<file path="src/rtl/bit_stuff_pkg.sv">
package bit_stuff_pkg;

    typedef enum logic [1:0] {
        TX_IDLE  = 2'd0,
        TX_RUN   = 2'd1,
        TX_STUFF = 2'd2
    } tx_state_e;

    typedef enum logic [1:0] {
        RX_IDLE   = 2'd0,
        RX_RUN    = 2'd1,
        RX_EXPECT = 2'd2
    } rx_state_e;

endpackage

</file>
<file path="src/rtl/run_tracker.sv">
module run_tracker #(
    parameter int RUN_LEN = 5
) (
    input  logic clk,
    input  logic rst,
    input  logic clear,
    input  logic advance,
    input  logic bit_in,
    output logic run_lvl,
    output logic will_fill
);
    localparam int CNT_W = $clog2(RUN_LEN + 1);
    localparam logic [CNT_W-1:0] FULL     = CNT_W'(RUN_LEN);
    localparam logic [CNT_W-1:0] PRE_FULL = CNT_W'(RUN_LEN - 1);
    localparam logic [CNT_W-1:0] ONE      = CNT_W'(1);

    logic [CNT_W-1:0] cnt_q;
    logic             lvl_q;

    always_ff @(posedge clk) begin
        if (rst || clear) begin
            cnt_q <= '0;
            lvl_q <= 1'b1;
        end else if (advance) begin
            if (cnt_q != '0 && bit_in == lvl_q && cnt_q != FULL)
                cnt_q <= cnt_q + ONE;
            else
                cnt_q <= ONE;
            lvl_q <= bit_in;
        end
    end

    assign run_lvl   = lvl_q;
    assign will_fill = (cnt_q == PRE_FULL) && (bit_in == lvl_q);

    AST_RUN_BOUNDED: assert property (@(posedge clk) disable iff (rst)
        cnt_q <= FULL) else $error("run count past limit");

endmodule

</file>
<file path="src/rtl/stuff_tx.sv">
module stuff_tx
    import bit_stuff_pkg::*;
#(
    parameter int RUN_LEN = 5
) (
    input  logic clk,
    input  logic rst,
    input  logic bit_stb,
    input  logic stuff_en,
    input  logic data_in,
    output logic ready,
    output logic bit_out
);
    tx_state_e state_q, state_d;
    logic      out_q, out_d;
    logic      adv, clr, adv_bit;
    logic      run_lvl, will_fill;

    run_tracker #(.RUN_LEN(RUN_LEN)) u_run (
        .clk       (clk),
        .rst       (rst),
        .clear     (clr),
        .advance   (adv),
        .bit_in    (adv_bit),
        .run_lvl   (run_lvl),
        .will_fill (will_fill)
    );

    always_ff @(posedge clk) begin
        if (rst) state_q <= TX_IDLE;
        else     state_q <= state_d;
    end

    always_ff @(posedge clk) begin
        if (rst) out_q <= 1'b1;
        else     out_q <= out_d;
    end

    always_comb begin
        state_d = state_q;
        out_d   = out_q;
        adv     = 1'b0;
        clr     = 1'b0;
        adv_bit = data_in;
        if (bit_stb) begin
            if (!stuff_en) begin
                state_d = TX_IDLE;
                clr     = 1'b1;
                out_d   = data_in;
            end else begin
                unique case (state_q)
                    TX_IDLE, TX_RUN: begin
                        adv     = 1'b1;
                        out_d   = data_in;
                        state_d = will_fill ? TX_STUFF : TX_RUN;
                    end
                    TX_STUFF: begin
                        adv     = 1'b1;
                        adv_bit = ~run_lvl;
                        out_d   = ~run_lvl;
                        state_d = TX_RUN;
                    end
                    default: state_d = TX_IDLE;
                endcase
            end
        end
    end

    assign ready   = !(stuff_en && state_q == TX_STUFF);
    assign bit_out = out_q;

    AST_TX_STUFF_FLIPS: assert property (@(posedge clk) disable iff (rst)
        (bit_stb && stuff_en && !ready) |=> (bit_out != $past(bit_out))) else $error("stuff bit not opposite");
    AST_TX_READY_BACK: assert property (@(posedge clk) disable iff (rst)
        (bit_stb && stuff_en && !ready) |=> ready) else $error("ready held low twice");
    AST_TX_HOLD: assert property (@(posedge clk) disable iff (rst)
        !bit_stb |=> $stable(bit_out)) else $error("output moved off strobe");
    AST_TX_PASS_OFF: assert property (@(posedge clk) disable iff (rst)
        (bit_stb && !stuff_en) |=> (bit_out == $past(data_in))) else $error("pass-through broken");

endmodule

</file>
<file path="src/rtl/destuff_rx.sv">
module destuff_rx
    import bit_stuff_pkg::*;
#(
    parameter int RUN_LEN = 5
) (
    input  logic clk,
    input  logic rst,
    input  logic bit_stb,
    input  logic stuff_en,
    input  logic bit_in,
    output logic data_out,
    output logic valid,
    output logic stuff_err
);
    rx_state_e state_q, state_d;
    logic      data_q, data_d;
    logic      valid_q, valid_d;
    logic      err_q, err_d;
    logic      adv, clr;
    logic      run_lvl, will_fill;

    run_tracker #(.RUN_LEN(RUN_LEN)) u_run (
        .clk       (clk),
        .rst       (rst),
        .clear     (clr),
        .advance   (adv),
        .bit_in    (bit_in),
        .run_lvl   (run_lvl),
        .will_fill (will_fill)
    );

    always_ff @(posedge clk) begin
        if (rst) state_q <= RX_IDLE;
        else     state_q <= state_d;
    end

    always_ff @(posedge clk) begin
        if (rst) begin
            data_q  <= 1'b1;
            valid_q <= 1'b0;
            err_q   <= 1'b0;
        end else begin
            data_q  <= data_d;
            valid_q <= valid_d;
            err_q   <= err_d;
        end
    end

    always_comb begin
        state_d = state_q;
        data_d  = data_q;
        valid_d = 1'b0;
        err_d   = 1'b0;
        adv     = 1'b0;
        clr     = 1'b0;
        if (bit_stb) begin
            if (!stuff_en) begin
                state_d = RX_IDLE;
                clr     = 1'b1;
                data_d  = bit_in;
                valid_d = 1'b1;
            end else begin
                unique case (state_q)
                    RX_IDLE, RX_RUN: begin
                        adv     = 1'b1;
                        data_d  = bit_in;
                        valid_d = 1'b1;
                        state_d = will_fill ? RX_EXPECT : RX_RUN;
                    end
                    RX_EXPECT: begin
                        if (bit_in != run_lvl) begin
                            adv     = 1'b1;
                            state_d = RX_RUN;
                        end else begin
                            clr     = 1'b1;
                            err_d   = 1'b1;
                            state_d = RX_IDLE;
                        end
                    end
                    default: state_d = RX_IDLE;
                endcase
            end
        end
    end

    assign data_out  = data_q;
    assign valid     = valid_q;
    assign stuff_err = err_q;

    AST_RX_ERR_NO_DATA: assert property (@(posedge clk) disable iff (rst)
        stuff_err |-> !valid) else $error("data with error");
    AST_RX_ERR_ONE_CYCLE: assert property (@(posedge clk) disable iff (rst)
        stuff_err |=> !stuff_err) else $error("error wider than one clock");
    AST_RX_VALID_ONE_CYCLE: assert property (@(posedge clk) disable iff (rst)
        (valid && !bit_stb) |=> !valid) else $error("valid wider than one clock");
    AST_RX_PASS_OFF: assert property (@(posedge clk) disable iff (rst)
        (bit_stb && !stuff_en) |=> (valid && !stuff_err && data_out == $past(bit_in))) else $error("pass-through broken");

endmodule

</file>
<file path="src/rtl/bit_stuff_codec.sv">
module bit_stuff_codec #(
    parameter int RUN_LEN = 5
) (
    input  logic clk,
    input  logic rst,
    input  logic bit_stb,
    input  logic stuff_en,
    input  logic tx_data,
    output logic tx_ready,
    output logic tx_serial,
    input  logic rx_serial,
    output logic rx_data,
    output logic rx_valid,
    output logic rx_stuff_err
);
    stuff_tx #(.RUN_LEN(RUN_LEN)) u_tx (
        .clk      (clk),
        .rst      (rst),
        .bit_stb  (bit_stb),
        .stuff_en (stuff_en),
        .data_in  (tx_data),
        .ready    (tx_ready),
        .bit_out  (tx_serial)
    );

    destuff_rx #(.RUN_LEN(RUN_LEN)) u_rx (
        .clk       (clk),
        .rst       (rst),
        .bit_stb   (bit_stb),
        .stuff_en  (stuff_en),
        .bit_in    (rx_serial),
        .data_out  (rx_data),
        .valid     (rx_valid),
        .stuff_err (rx_stuff_err)
    );

endmodule

</file>
<file path="config.mk">
export PLATFORM = sky130hd
export DESIGN_NAME = bit_stuff_codec
export DESIGN_NICKNAME = d
export VERILOG_FILES = /design/src/rtl/bit_stuff_pkg.sv /design/src/rtl/run_tracker.sv /design/src/rtl/stuff_tx.sv /design/src/rtl/destuff_rx.sv /design/src/rtl/bit_stuff_codec.sv
export SDC_FILE = /design/constraint.sdc
export NUM_CORES = 1
export LEC_CHECK = 0
export BUFFER_PORTS_ARGS = -buffer_cell sky130_fd_sc_hd__buf_2
export CORE_MARGIN = 4
export CORE_UTILIZATION = 50
export DETAILED_ROUTE_END_ITERATION = 12
export HOLD_SLACK_MARGIN = 0.03
export PLACE_DENSITY = 0.74
export SLEW_MARGIN = 15
export SYNTH_ARGS = -nofsm -noshare
export SYNTH_HDL_FRONTEND = slang
export SYNTH_SLANG_ARGS = --single-unit
</file>
<file path="constraint.sdc">
create_clock -name clk -period 1.5 [get_ports clk]
set_input_delay 0.225 -clock clk [delete_from_list [all_inputs] [get_ports clk]]
set_output_delay 0.225 -clock clk [all_outputs]
set_load 0.02 [all_outputs]
</file>
==> results of run 1 <==
flip-flops by register name, indices dropped and copies added (netlist names), 2 cells and up:
signal,count
u_tx.state_q,2
u_rx.u_run.cnt_q,3
u_rx.state_q,2
u_tx.u_run.cnt_q,3
power by group through the flow:
| stage | Combinational [mW] | Clock (mW) | Sequential (mW) |
|---|---|---|---|
| global route | 0.144 | 0.240 | 0.454 |
| floorplan | 0.0876 | 0 | 0.466 |
| CTS | 0.128 | 0.221 | 0.453 |
| global placement | 0.122 | 0 | 0.461 |
| finish | 0.132 | 0.217 | 0.452 |
| detailed placement | 0.125 | 0 | 0.462 |
through the flow:
step                setup TNS, ns  utilization, %  hold WS, ns  power, mW  area [um2]
CTS                             0            58.8        0.189      0.801        1020
global route             -0.00540            60.0        0.196      0.838        1040
detailed placement        -0.0977            57.1        0.474      0.587         986
global placement                0            57.1        0.466      0.583         986
finish                          0            60.0        0.201      0.801        1040
floorplan                       0               -        0.294      0.553         916
layout make-up:
type                            instances  area (um2)
Multi-Input combinational cell         74         569
Fill cell                             160         691
Tap cell                               25        31.3
Inverter                                8        30.0
Timing Repair Buffer                   11        57.6
Sequential cell                        16         325
Clock buffer                            3        22.5
critical path, delay by kind of cell, from the launching register on:
kind / cells / cell delay, ns
buffers and inverters: 1 / 0.05
muxes: 1 / 0.30
adders and majority gates: 1 / 0.18
DFF: 1 / 0.37
AOI/OAI and AO/OA: 2 / 0.48
logic make-up after synthesis:
logic type | after synthesis | share of synthesized area, %
flops | 16 | 35.0
xor+xnor | 3 | 3.69
simple gates | 40 | 24.3
fa+ha+maj | 6 | 8.20
compound gates | 20 | 17.5
mux | 5 | 6.01
buf+inv | 10 | 5.33
cells in the final DEF (no fill, tap or decap), drive strengths merged, types with 3 or more instances in the layout:
| master | synthesis | layout |
|---|---|---|
| dfxtp | 16 | 16 |
| inv | 8 | 8 |
| ha | 6 | 6 |
| nand2 | 10 | 10 |
| nand2b | 3 | 3 |
| a21oi | 6 | 6 |
| nand3 | 4 | 4 |
| nand3b | 3 | 3 |
| nor2 | 6 | 6 |
| buf | 2 | 11 |
| clkbuf | 0 | 3 |
| mux2i | 4 | 4 |
repair_timing:
item	in CTS	in global routing
endpoints found under the setup margin	2	1
hold buffers	0	0
setup buffers	0	0
gates resized for setup	2	5
worst max-delay path by stage:
stage,endpoint,cells after the start,from
floorplan,u_rx.u_run.cnt_q[2]$_SDFFE_PP0P_,5,u_rx.u_run.cnt_q[0]$_SDFFE_PP0P_
global placement,u_rx.u_run.cnt_q[2]$_SDFFE_PP0P_,6,u_rx.u_run.cnt_q[0]$_SDFFE_PP0P_
detailed placement,u_rx.u_run.cnt_q[2]$_SDFFE_PP0P_,6,u_rx.u_run.cnt_q[0]$_SDFFE_PP0P_
CTS,u_rx.u_run.cnt_q[2]$_SDFFE_PP0P_,5,u_rx.u_run.cnt_q[1]$_SDFFE_PP0P_
global route,u_rx.u_run.cnt_q[2]$_SDFFE_PP0P_,5,u_rx.u_run.cnt_q[0]$_SDFFE_PP0P_
finish,u_rx.u_run.cnt_q[2]$_SDFFE_PP0P_,5,u_rx.u_run.cnt_q[0]$_SDFFE_PP0P_
routing by layer:
layer / track usage, % / up-vias
met5: 0 / -
met4: 5.38 / 0
met3: 2.67 / 2
met2: 27.4 / 18
met1: 17.7 / 349
li1: - / 380
==> impl_results.html, run 1 <==
<table>
<tr><th>Metric</th><th>Value</th></tr>
<tr><th colspan="2">Pwr</th></tr>
<tr><td>Power density cells</td><td>773 nW/um2</td></tr>
<tr><td>Switching power summed over all nets</td><td>0.214 mW</td></tr>
<tr><td>Internal cell power</td><td>0.587 mW</td></tr>
<tr><td>Sequential share of power</td><td>56.4%</td></tr>
<tr><td>Worst supply voltage drop on vdd</td><td>0.468 mV</td></tr>
<tr><td>Lkg Pwr</td><td>0.412 nW</td></tr>
<tr><td>Gate power share</td><td>16.5%</td></tr>
<tr><td>Fraction of power consumed by the clock network</td><td>27.0%</td></tr>
<tr><td>Net switching share of the total power</td><td>26.7%</td></tr>
<tr><th colspan="2">Die</th></tr>
<tr><td>Ports placed on the boundary</td><td>11</td></tr>
<tr><td>Die area</td><td>2580 um2</td></tr>
<tr><td>Vert. Die Dim</td><td>50.8 um</td></tr>
<tr><td>Initial Util</td><td>53.0%</td></tr>
<tr><td>Die Span X</td><td>50.8 um</td></tr>
<tr><td>Number of core rows</td><td>15</td></tr>
<tr><td>Placeable core area</td><td>1730 um2</td></tr>
<tr><th colspan="2">Worst hold path</th></tr>
<tr><td>HP Class</td><td>input port to flip-flop</td></tr>
<tr><td>Worst-case hold path end point</td><td>u_tx.state_q[0]$_SDFFE_PP0P_</td></tr>
<tr><td>Cell depth of the worst hold path</td><td>2</td></tr>
<tr><td>Launch point of the worst hold path</td><td>rst</td></tr>
<tr><th colspan="2">Drt</th></tr>
<tr><td>Routed via count divided by cell count</td><td>5.47</td></tr>
<tr><td>Total vias in the final route</td><td>749</td></tr>
<tr><td>Met1 wire length</td><td>866 um</td></tr>
<tr><td>Detailed-route wire length per cell</td><td>13.7 um</td></tr>
<tr><td>Highest metal layer with signal wires</td><td>met4</td></tr>
<tr><td>DRT Wirelength</td><td>1870 um</td></tr>
<tr><td>TritonRoute pass-1 iters</td><td>4</td></tr>
<tr><td>Residual DRC count</td><td>0</td></tr>
<tr><td>Count of antenna-violating nets left after detailed routing</td><td>0</td></tr>
<tr><td>Met2 wire length</td><td>922 um</td></tr>
<tr><td>DRC violation total after the first TritonRoute iteration</td><td>15</td></tr>
<tr><td>Metal3 WL</td><td>72 um</td></tr>
<tr><th colspan="2">Global route</th></tr>
<tr><td>Global route total overflow</td><td>0</td></tr>
<tr><td>Maximum number of pins on one net before global-route repair</td><td>11</td></tr>
<tr><td>Initial antenna violation count</td><td>0</td></tr>
<tr><td>First-pass GRT wire length</td><td>2970 um</td></tr>
<tr><td>Number of global-route vias before repair</td><td>724</td></tr>
<tr><td>Global routing usage summed across all routing layers</td><td>15.1%</td></tr>
<tr><th colspan="2">Setup path</th></tr>
<tr><td>Capture instance of the worst register-to-register path</td><td>u_rx.u_run.cnt_q[2]$_SDFFE_PP0P_</td></tr>
<tr><td>Arrival time at the worst endpoint</td><td>1.66 ns</td></tr>
<tr><td>Delay of the slowest critical-path stage</td><td>0.37 ns</td></tr>
<tr><td>Reg-to-reg slack, setup</td><td>0.03 ns</td></tr>
<tr><td>Critical Setup Path Class</td><td>flip-flop to flip-flop</td></tr>
<tr><td>Slowest cell on the critical path</td><td>sky130_fd_sc_hd__dfxtp_4</td></tr>
<tr><td>Worst R2R Start</td><td>u_rx.u_run.cnt_q[0]$_SDFFE_PP0P_</td></tr>
<tr><td>Critical path endpoint category</td><td>flip-flop</td></tr>
<tr><td>Crit-path cells</td><td>inv_1, ha_2, mux2_4, o31a_2, o31ai_2</td></tr>
<tr><td>Depth of the most critical reg-to-reg path</td><td>5</td></tr>
<tr><td>Maximum fanout count along the critical path</td><td>5</td></tr>
<tr><td>Startpoint class of the critical path</td><td>flip-flop</td></tr>
<tr><td>Required time at the worst-slack endpoint</td><td>1.70 ns</td></tr>
<tr><th colspan="2">Synth</th></tr>
<tr><td>Syn avg cell area</td><td>9.16 um2</td></tr>
<tr><td>Top cells by count, synth</td><td>sky130_fd_sc_hd__dfxtp_1 (16), sky130_fd_sc_hd__nand2_1 (9), sky130_fd_sc_hd__inv_1 (7)</td></tr>
<tr><td>Main area contributors after synthesis</td><td>sky130_fd_sc_hd__dfxtp_1 (35%), sky130_fd_sc_hd__ha_1 (8.2%), sky130_fd_sc_hd__mux2i_1 (4.4%), sky130_fd_sc_hd__nand2_1 (3.7%), sky130_fd_sc_hd__inv_1 (2.9%)</td></tr>
<tr><td>Number of nets in the synthesized netlist</td><td>112</td></tr>
<tr><td>Fraction of registers with async set or reset after synthesis</td><td>0%</td></tr>
<tr><td>Top-area cell type share of the netlist area</td><td>35.0%</td></tr>
<tr><td>Warnings from Yosys</td><td>0</td></tr>
<tr><td>Flops &amp; latches, synth</td><td>16</td></tr>
<tr><td>Post-synth cell types</td><td>40</td></tr>
<tr><td>Main synth FF type</td><td>sky130_fd_sc_hd__dfxtp_1</td></tr>
<tr><td>Number of standard cells after synthesis</td><td>100</td></tr>
<tr><td>Sequential cell area fraction in the yosys report</td><td>35.0%</td></tr>
<tr><td>Syn Std Cell Area</td><td>916 um2</td></tr>
<tr><td>Area leader, netlist</td><td>sky130_fd_sc_hd__dfxtp_1</td></tr>
<tr><td>Number of flops mapped to enable cells by yosys</td><td>0</td></tr>
<tr><td>Most used standard cell by instance count after synthesis</td><td>sky130_fd_sc_hd__dfxtp_1</td></tr>
<tr><th colspan="2">Placement</th></tr>
<tr><td>Post-detailed-placement half-perimeter wirelength</td><td>1420 um</td></tr>
<tr><td>Setup WS pre-CTS</td><td>-0.0726 ns</td></tr>
<tr><td>Final estimated routing congestion in global placement</td><td>0.753</td></tr>
<tr><td>Number of input and output port buffers inserted</td><td>10</td></tr>
<tr><td>Placed cell count</td><td>134</td></tr>
<tr><th colspan="2">STA</th></tr>
<tr><td>Period utilisation layout</td><td>98.0%</td></tr>
<tr><td>Slew at the pin closest to its max-slew limit</td><td>0.391 ns</td></tr>
<tr><td>Final worst slack</td><td>0.0306 ns</td></tr>
<tr><td>Worst slew margin relative to its limit</td><td>73.9%</td></tr>
<tr><td>Tmin final</td><td>1.47 ns</td></tr>
<tr><td>Achievable clock frequency</td><td>0.681 GHz</td></tr>
<tr><td>Final count of hold timing violations</td><td>0</td></tr>
<tr><td>Final count of negative-setup-slack endpoints</td><td>0</td></tr>
<tr><td>Final Max Tran Viols</td><td>0</td></tr>
<tr><td>Worst-case clock skew</td><td>0.00189 ns</td></tr>
<tr><th colspan="2">Run status</th></tr>
<tr><td>Run status</td><td>finished, final reports clean</td></tr>
<tr><th colspan="2">Finish</th></tr>
<tr><td># diodes</td><td>0</td></tr>
<tr><td>Share of post-route cells with drive strength above 1</td><td>25.9%</td></tr>
<tr><td>Final Net Count</td><td>126</td></tr>
<tr><td>Final Instance Count excl. Fillers</td><td>137</td></tr>
<tr><td>Area growth from synthesis to layout</td><td>13.1%</td></tr>
<tr><th colspan="2">Clock tree</th></tr>
<tr><td>CTS root buf</td><td>sky130_fd_sc_hd__clkbuf_4</td></tr>
<tr><td>CTS Sinks</td><td>16</td></tr>
<tr><td>CTS clock-pin slew for the worst setup and hold paths</td><td>0.09 ns</td></tr>
<tr><td>TritonCTS buffer count</td><td>3</td></tr>
<tr><td>Worst-Skew Late Latency</td><td>0.28 ns</td></tr>
<tr><td>Largest buffer count on any clock path</td><td>2</td></tr>
<tr><td>H-tree level count</td><td>1</td></tr>
<tr><td>CTS tree</td><td>built</td></tr>
<tr><th colspan="2">Run</th></tr>
<tr><td>Max-cap violations</td><td>0</td></tr>
</table>
Note: power is estimated with default switching activity, not from simulation.
==> inputs of run 2 (changes only) <==
--- a/config.mk
+++ b/config.mk
@@ -5,9 +5,10 @@
 export SDC_FILE = /design/constraint.sdc
 export NUM_CORES = 1
 export LEC_CHECK = 0
-export BUFFER_PORTS_ARGS = -buffer_cell sky130_fd_sc_hd__buf_2
+export BUFFER_PORTS_ARGS = -buffer_cell sky130_fd_sc_hd__buf_4
 export CORE_MARGIN = 4
 export CORE_UTILIZATION = 50
+export CTS_CLUSTER_SIZE = 28
 export DETAILED_ROUTE_END_ITERATION = 12
 export HOLD_SLACK_MARGIN = 0.03
 export PLACE_DENSITY = 0.74
==> impl_results.html, run 2 (synthesized netlist as in run 1, its figures left out) <==
<table>
<tr><th>Metric</th><th>Value</th></tr>
<tr><th colspan="2">Clock tree</th></tr>
<tr><td>CTS Sinks</td><td>16 (unchanged)</td></tr>
<tr><td>CTS clock-pin slew for the worst setup and hold paths</td><td>0.09 ns (about the same)</td></tr>
<tr><td>Hold bufs inserted after CTS</td><td>0 (unchanged)</td></tr>
<tr><td>H-tree level count</td><td>1 (unchanged)</td></tr>
<tr><td>TritonCTS buffer count</td><td>3 (unchanged)</td></tr>
<tr><td>Largest buffer count on any clock path</td><td>2 (unchanged)</td></tr>
<tr><td>Worst-Skew Late Latency</td><td>0.29 ns (was 0.28 ns)</td></tr>
<tr><td>CTS tree</td><td>built (unchanged)</td></tr>
<tr><td>CTS root buf</td><td>sky130_fd_sc_hd__clkbuf_4 (unchanged)</td></tr>
<tr><th colspan="2">Die</th></tr>
<tr><td>Initial Util</td><td>53.0% (unchanged)</td></tr>
<tr><td>Ports placed on the boundary</td><td>11 (unchanged)</td></tr>
<tr><td>Number of core rows</td><td>15 (unchanged)</td></tr>
<tr><td>Vert. Die Dim</td><td>50.8 um (unchanged)</td></tr>
<tr><td>Die Span X</td><td>50.8 um (unchanged)</td></tr>
<tr><td>Die area</td><td>2580 um2 (unchanged)</td></tr>
<tr><td>Placeable core area</td><td>1730 um2 (unchanged)</td></tr>
<tr><th colspan="2">Global route</th></tr>
<tr><td>Global routing usage summed across all routing layers</td><td>16.5% (was 15.1%)</td></tr>
<tr><td>Initial antenna violation count</td><td>0 (unchanged)</td></tr>
<tr><td>First-pass GRT wire length</td><td>3170 um (was 2970 um)</td></tr>
<tr><td>Global route total overflow</td><td>0 (unchanged)</td></tr>
<tr><td>Number of global-route vias before repair</td><td>754 (was 724)</td></tr>
<tr><td>Maximum number of pins on one net before global-route repair</td><td>11 (unchanged)</td></tr>
<tr><th colspan="2">Finish</th></tr>
<tr><td>Commonest non-fill, non-tap cells in the layout</td><td>sky130_fd_sc_hd__dfxtp_1 (15), sky130_fd_sc_hd__buf_4 (12), sky130_fd_sc_hd__nand2_1 (9) (was sky130_fd_sc_hd__dfxtp_1 (14), sky130_fd_sc_hd__buf_2 (10), sky130_fd_sc_hd__nand2_1 (9))</td></tr>
<tr><td>Biggest regs</td><td>u_rx.u_run.cnt_q x3, u_tx.u_run.cnt_q x3 (unchanged)</td></tr>
<tr><td>Area growth from synthesis to layout</td><td>18.0% (was 13.1%)</td></tr>
<tr><td>Fillcell total</td><td>152 (was 160)</td></tr>
<tr><td>Multi-input gate area in the final layout</td><td>569 um2 (unchanged)</td></tr>
<tr><td>Area taken by flip-flops and latches</td><td>324 um2 (was 325 um2)</td></tr>
<tr><td>Final Instance Count excl. Fillers</td><td>139 (was 137)</td></tr>
<tr><td># diodes</td><td>0 (unchanged)</td></tr>
<tr><td>Core utilization of the finished layout</td><td>62.6% (was 60.0%)</td></tr>
<tr><td>Final Net Count</td><td>127 (was 126)</td></tr>
<tr><td>Commonest non-fill, non-tap cell in the layout</td><td>sky130_fd_sc_hd__dfxtp_1 (unchanged)</td></tr>
<tr><td>Share of post-route cells with drive strength above 1</td><td>26.3% (was 25.9%)</td></tr>
<tr><td>Finished Cell Area</td><td>1080 um2 (was 1040 um2)</td></tr>
<tr><th colspan="2">Worst hold path</th></tr>
<tr><td>Launch point of the worst hold path</td><td>rst (unchanged)</td></tr>
<tr><td>HP Class</td><td>input port to flip-flop (unchanged)</td></tr>
<tr><th colspan="2">Placement</th></tr>
<tr><td>Post-detailed-placement half-perimeter wirelength</td><td>1350 um (was 1420 um)</td></tr>
<tr><td>Final estimated routing congestion in global placement</td><td>0.763 (was 0.753)</td></tr>
<tr><td>Placed cell count</td><td>135 (was 134)</td></tr>
<tr><td>Area after detailed placement</td><td>1020 um2 (was 986 um2)</td></tr>
<tr><td>Setup WS pre-CTS</td><td>-0.0439 ns (was -0.0726 ns)</td></tr>
<tr><td>Number of input and output port buffers inserted</td><td>10 (unchanged)</td></tr>
<tr><th colspan="2">STA</th></tr>
<tr><td>Final Max Tran Viols</td><td>0 (unchanged)</td></tr>
<tr><td>Final count of hold timing violations</td><td>0 (unchanged)</td></tr>
<tr><td>Tmin final</td><td>1.43 ns (was 1.47 ns)</td></tr>
<tr><td>Worst-case clock skew</td><td>0.00175 ns (was 0.00189 ns)</td></tr>
<tr><td>Final count of negative-setup-slack endpoints</td><td>0 (unchanged)</td></tr>
<tr><td>Slew at the pin closest to its max-slew limit</td><td>0.365 ns (was 0.391 ns)</td></tr>
<tr><td>Achievable clock frequency</td><td>0.702 GHz (was 0.681 GHz)</td></tr>
<tr><td>Final worst slack</td><td>0.0747 ns (was 0.0306 ns)</td></tr>
<tr><td>Period utilisation layout</td><td>95.0% (was 98.0%)</td></tr>
<tr><td>Worst slew margin relative to its limit</td><td>75.7% (was 73.9%)</td></tr>
<tr><th colspan="2">Drt</th></tr>
<tr><td>Residual DRC count</td><td>0 (unchanged)</td></tr>
<tr><td>DRC violation total after the first TritonRoute iteration</td><td>5 (was 15)</td></tr>
<tr><td>Detailed-route wire length per cell</td><td>12.9 um (was 13.7 um)</td></tr>
<tr><td>Total vias in the final route</td><td>755 (was 749)</td></tr>
<tr><td>Count of antenna-violating nets left after detailed routing</td><td>0 (unchanged)</td></tr>
<tr><td>DRT Wirelength</td><td>1790 um (was 1870 um)</td></tr>
<tr><td>Routed via count divided by cell count</td><td>5.43 (was 5.47)</td></tr>
<tr><td>TritonRoute pass-1 iters</td><td>4 (unchanged)</td></tr>
<tr><th colspan="2">Setup path</th></tr>
<tr><td>Depth of the most critical reg-to-reg path</td><td>5 (unchanged)</td></tr>
<tr><td>Capture instance of the worst register-to-register path</td><td>u_rx.u_run.cnt_q[2]$_SDFFE_PP0P_ (unchanged)</td></tr>
<tr><td>Startpoint class of the critical path</td><td>flip-flop (unchanged)</td></tr>
<tr><td>Required time at the worst-slack endpoint</td><td>1.71 ns (was 1.70 ns)</td></tr>
<tr><td>Worst R2R Start</td><td>u_rx.u_run.cnt_q[1]$_SDFFE_PP0P_ (was u_rx.u_run.cnt_q[0]$_SDFFE_PP0P_)</td></tr>
<tr><td>Critical path endpoint category</td><td>flip-flop (unchanged)</td></tr>
<tr><td>Capture point of the worst path</td><td>u_rx.u_run.cnt_q[2]$_SDFFE_PP0P_ (unchanged)</td></tr>
<tr><td>Arrival time at the worst endpoint</td><td>1.64 ns (was 1.66 ns)</td></tr>
<tr><td>Reg-to-reg slack, setup</td><td>0.07 ns (was 0.03 ns)</td></tr>
<tr><td>Maximum fanout count along the critical path</td><td>3 (was 5)</td></tr>
<tr><td>Critical Setup Path Class</td><td>flip-flop to flip-flop (unchanged)</td></tr>
<tr><td>Critical path startpoint</td><td>u_rx.u_run.cnt_q[1]$_SDFFE_PP0P_ (was u_rx.u_run.cnt_q[0]$_SDFFE_PP0P_)</td></tr>
<tr><th colspan="2">Run status</th></tr>
<tr><td>Run status</td><td>finished, final reports clean (unchanged)</td></tr>
<tr><th colspan="2">Pwr</th></tr>
<tr><td>Worst supply voltage drop on vdd</td><td>0.532 mV (was 0.468 mV)</td></tr>
<tr><td>Lkg Pwr</td><td>0.434 nW (was 0.412 nW)</td></tr>
<tr><td>Power density cells</td><td>809 nW/um2 (was 773 nW/um2)</td></tr>
<tr><td>Tot Pwr</td><td>0.874 mW (was 0.801 mW)</td></tr>
<tr><th colspan="2">Run</th></tr>
<tr><td>Max-cap violations</td><td>0 (unchanged)</td></tr>
</table>
[run 2: worst max-delay path, stage by stage (launching register included)]
cell and delay [ns]:
sky130_fd_sc_hd__dfxtp_1 0.36, sky130_fd_sc_hd__inv_1 0.07, sky130_fd_sc_hd__ha_2 0.17, sky130_fd_sc_hd__mux2_4 0.30
sky130_fd_sc_hd__o31a_2 0.29, sky130_fd_sc_hd__o31ai_2 0.16
[run 2: stage by stage]
stage	hold slack (ns)	TNS (ns)
finish	0.139	0
CTS	0.133	0
floorplan	0.294	0
detailed placement	0.445	-0.0439
global placement	0.444	0
global route	0.143	-0.000227
[run 2: metal layers]
layer / part of all wire (%) / vias up / GRT usage [%]
met1: 47 / 352 / 19.7
met3: 3.7 / 4 / 3.26
met4: 2.2 / 0 / 9.87
li1: - / 385 / -
met5: 0 / - / 0
met2: 47 / 14 / 27.0
[run 2: what timing repair did]
| item | CTS | global route |
|---|---|---|
| setup buffers | 0 | 0 |
| gates resized for setup | 2 | 4 |
| pin swaps | 0 | 0 |
| setup endpoints to repair | 2 | 2 |
| cloned | 0 | 0 |
[run 2: area by class of cell]
| cell class | count | area share, % |
|---|---|---|
| clock buffer | 4 | 3.36 |
| inverter | 8 | 2.78 |
| multi-input combinational | 74 | 52.7 |
| sequential | 16 | 30.0 |
| tap | 25 | 2.89 |
| timing repair buffer | 12 | 8.33 |
[run 2: worst min path at each step]
stage	end	slack, ns	depth (start not counted)
finish	u_rx.state_q[1]$_SDFFE_PP0P_	0.14	2
global route	u_rx.state_q[1]$_SDFFE_PP0P_	0.14	2
CTS	u_tx.state_q[0]$_SDFFE_PP0P_	0.13	2
detailed placement	u_tx.state_q[1]$_SDFFE_PP0P_	0.44	2
global placement	u_tx.state_q[0]$_SDFFE_PP0P_	0.44	2
floorplan	u_rx.state_q[1]$_SDFFE_PP0P_	0.29	1
[run 2: report_power, final]
part	switching (mW)	internal (mW)	total (mW)
Combinational	0.0741	0.0619	0.136
Sequential	0.0136	0.439	0.452
Clock	0.138	0.148	0.286
Total	0.226	0.648	0.874
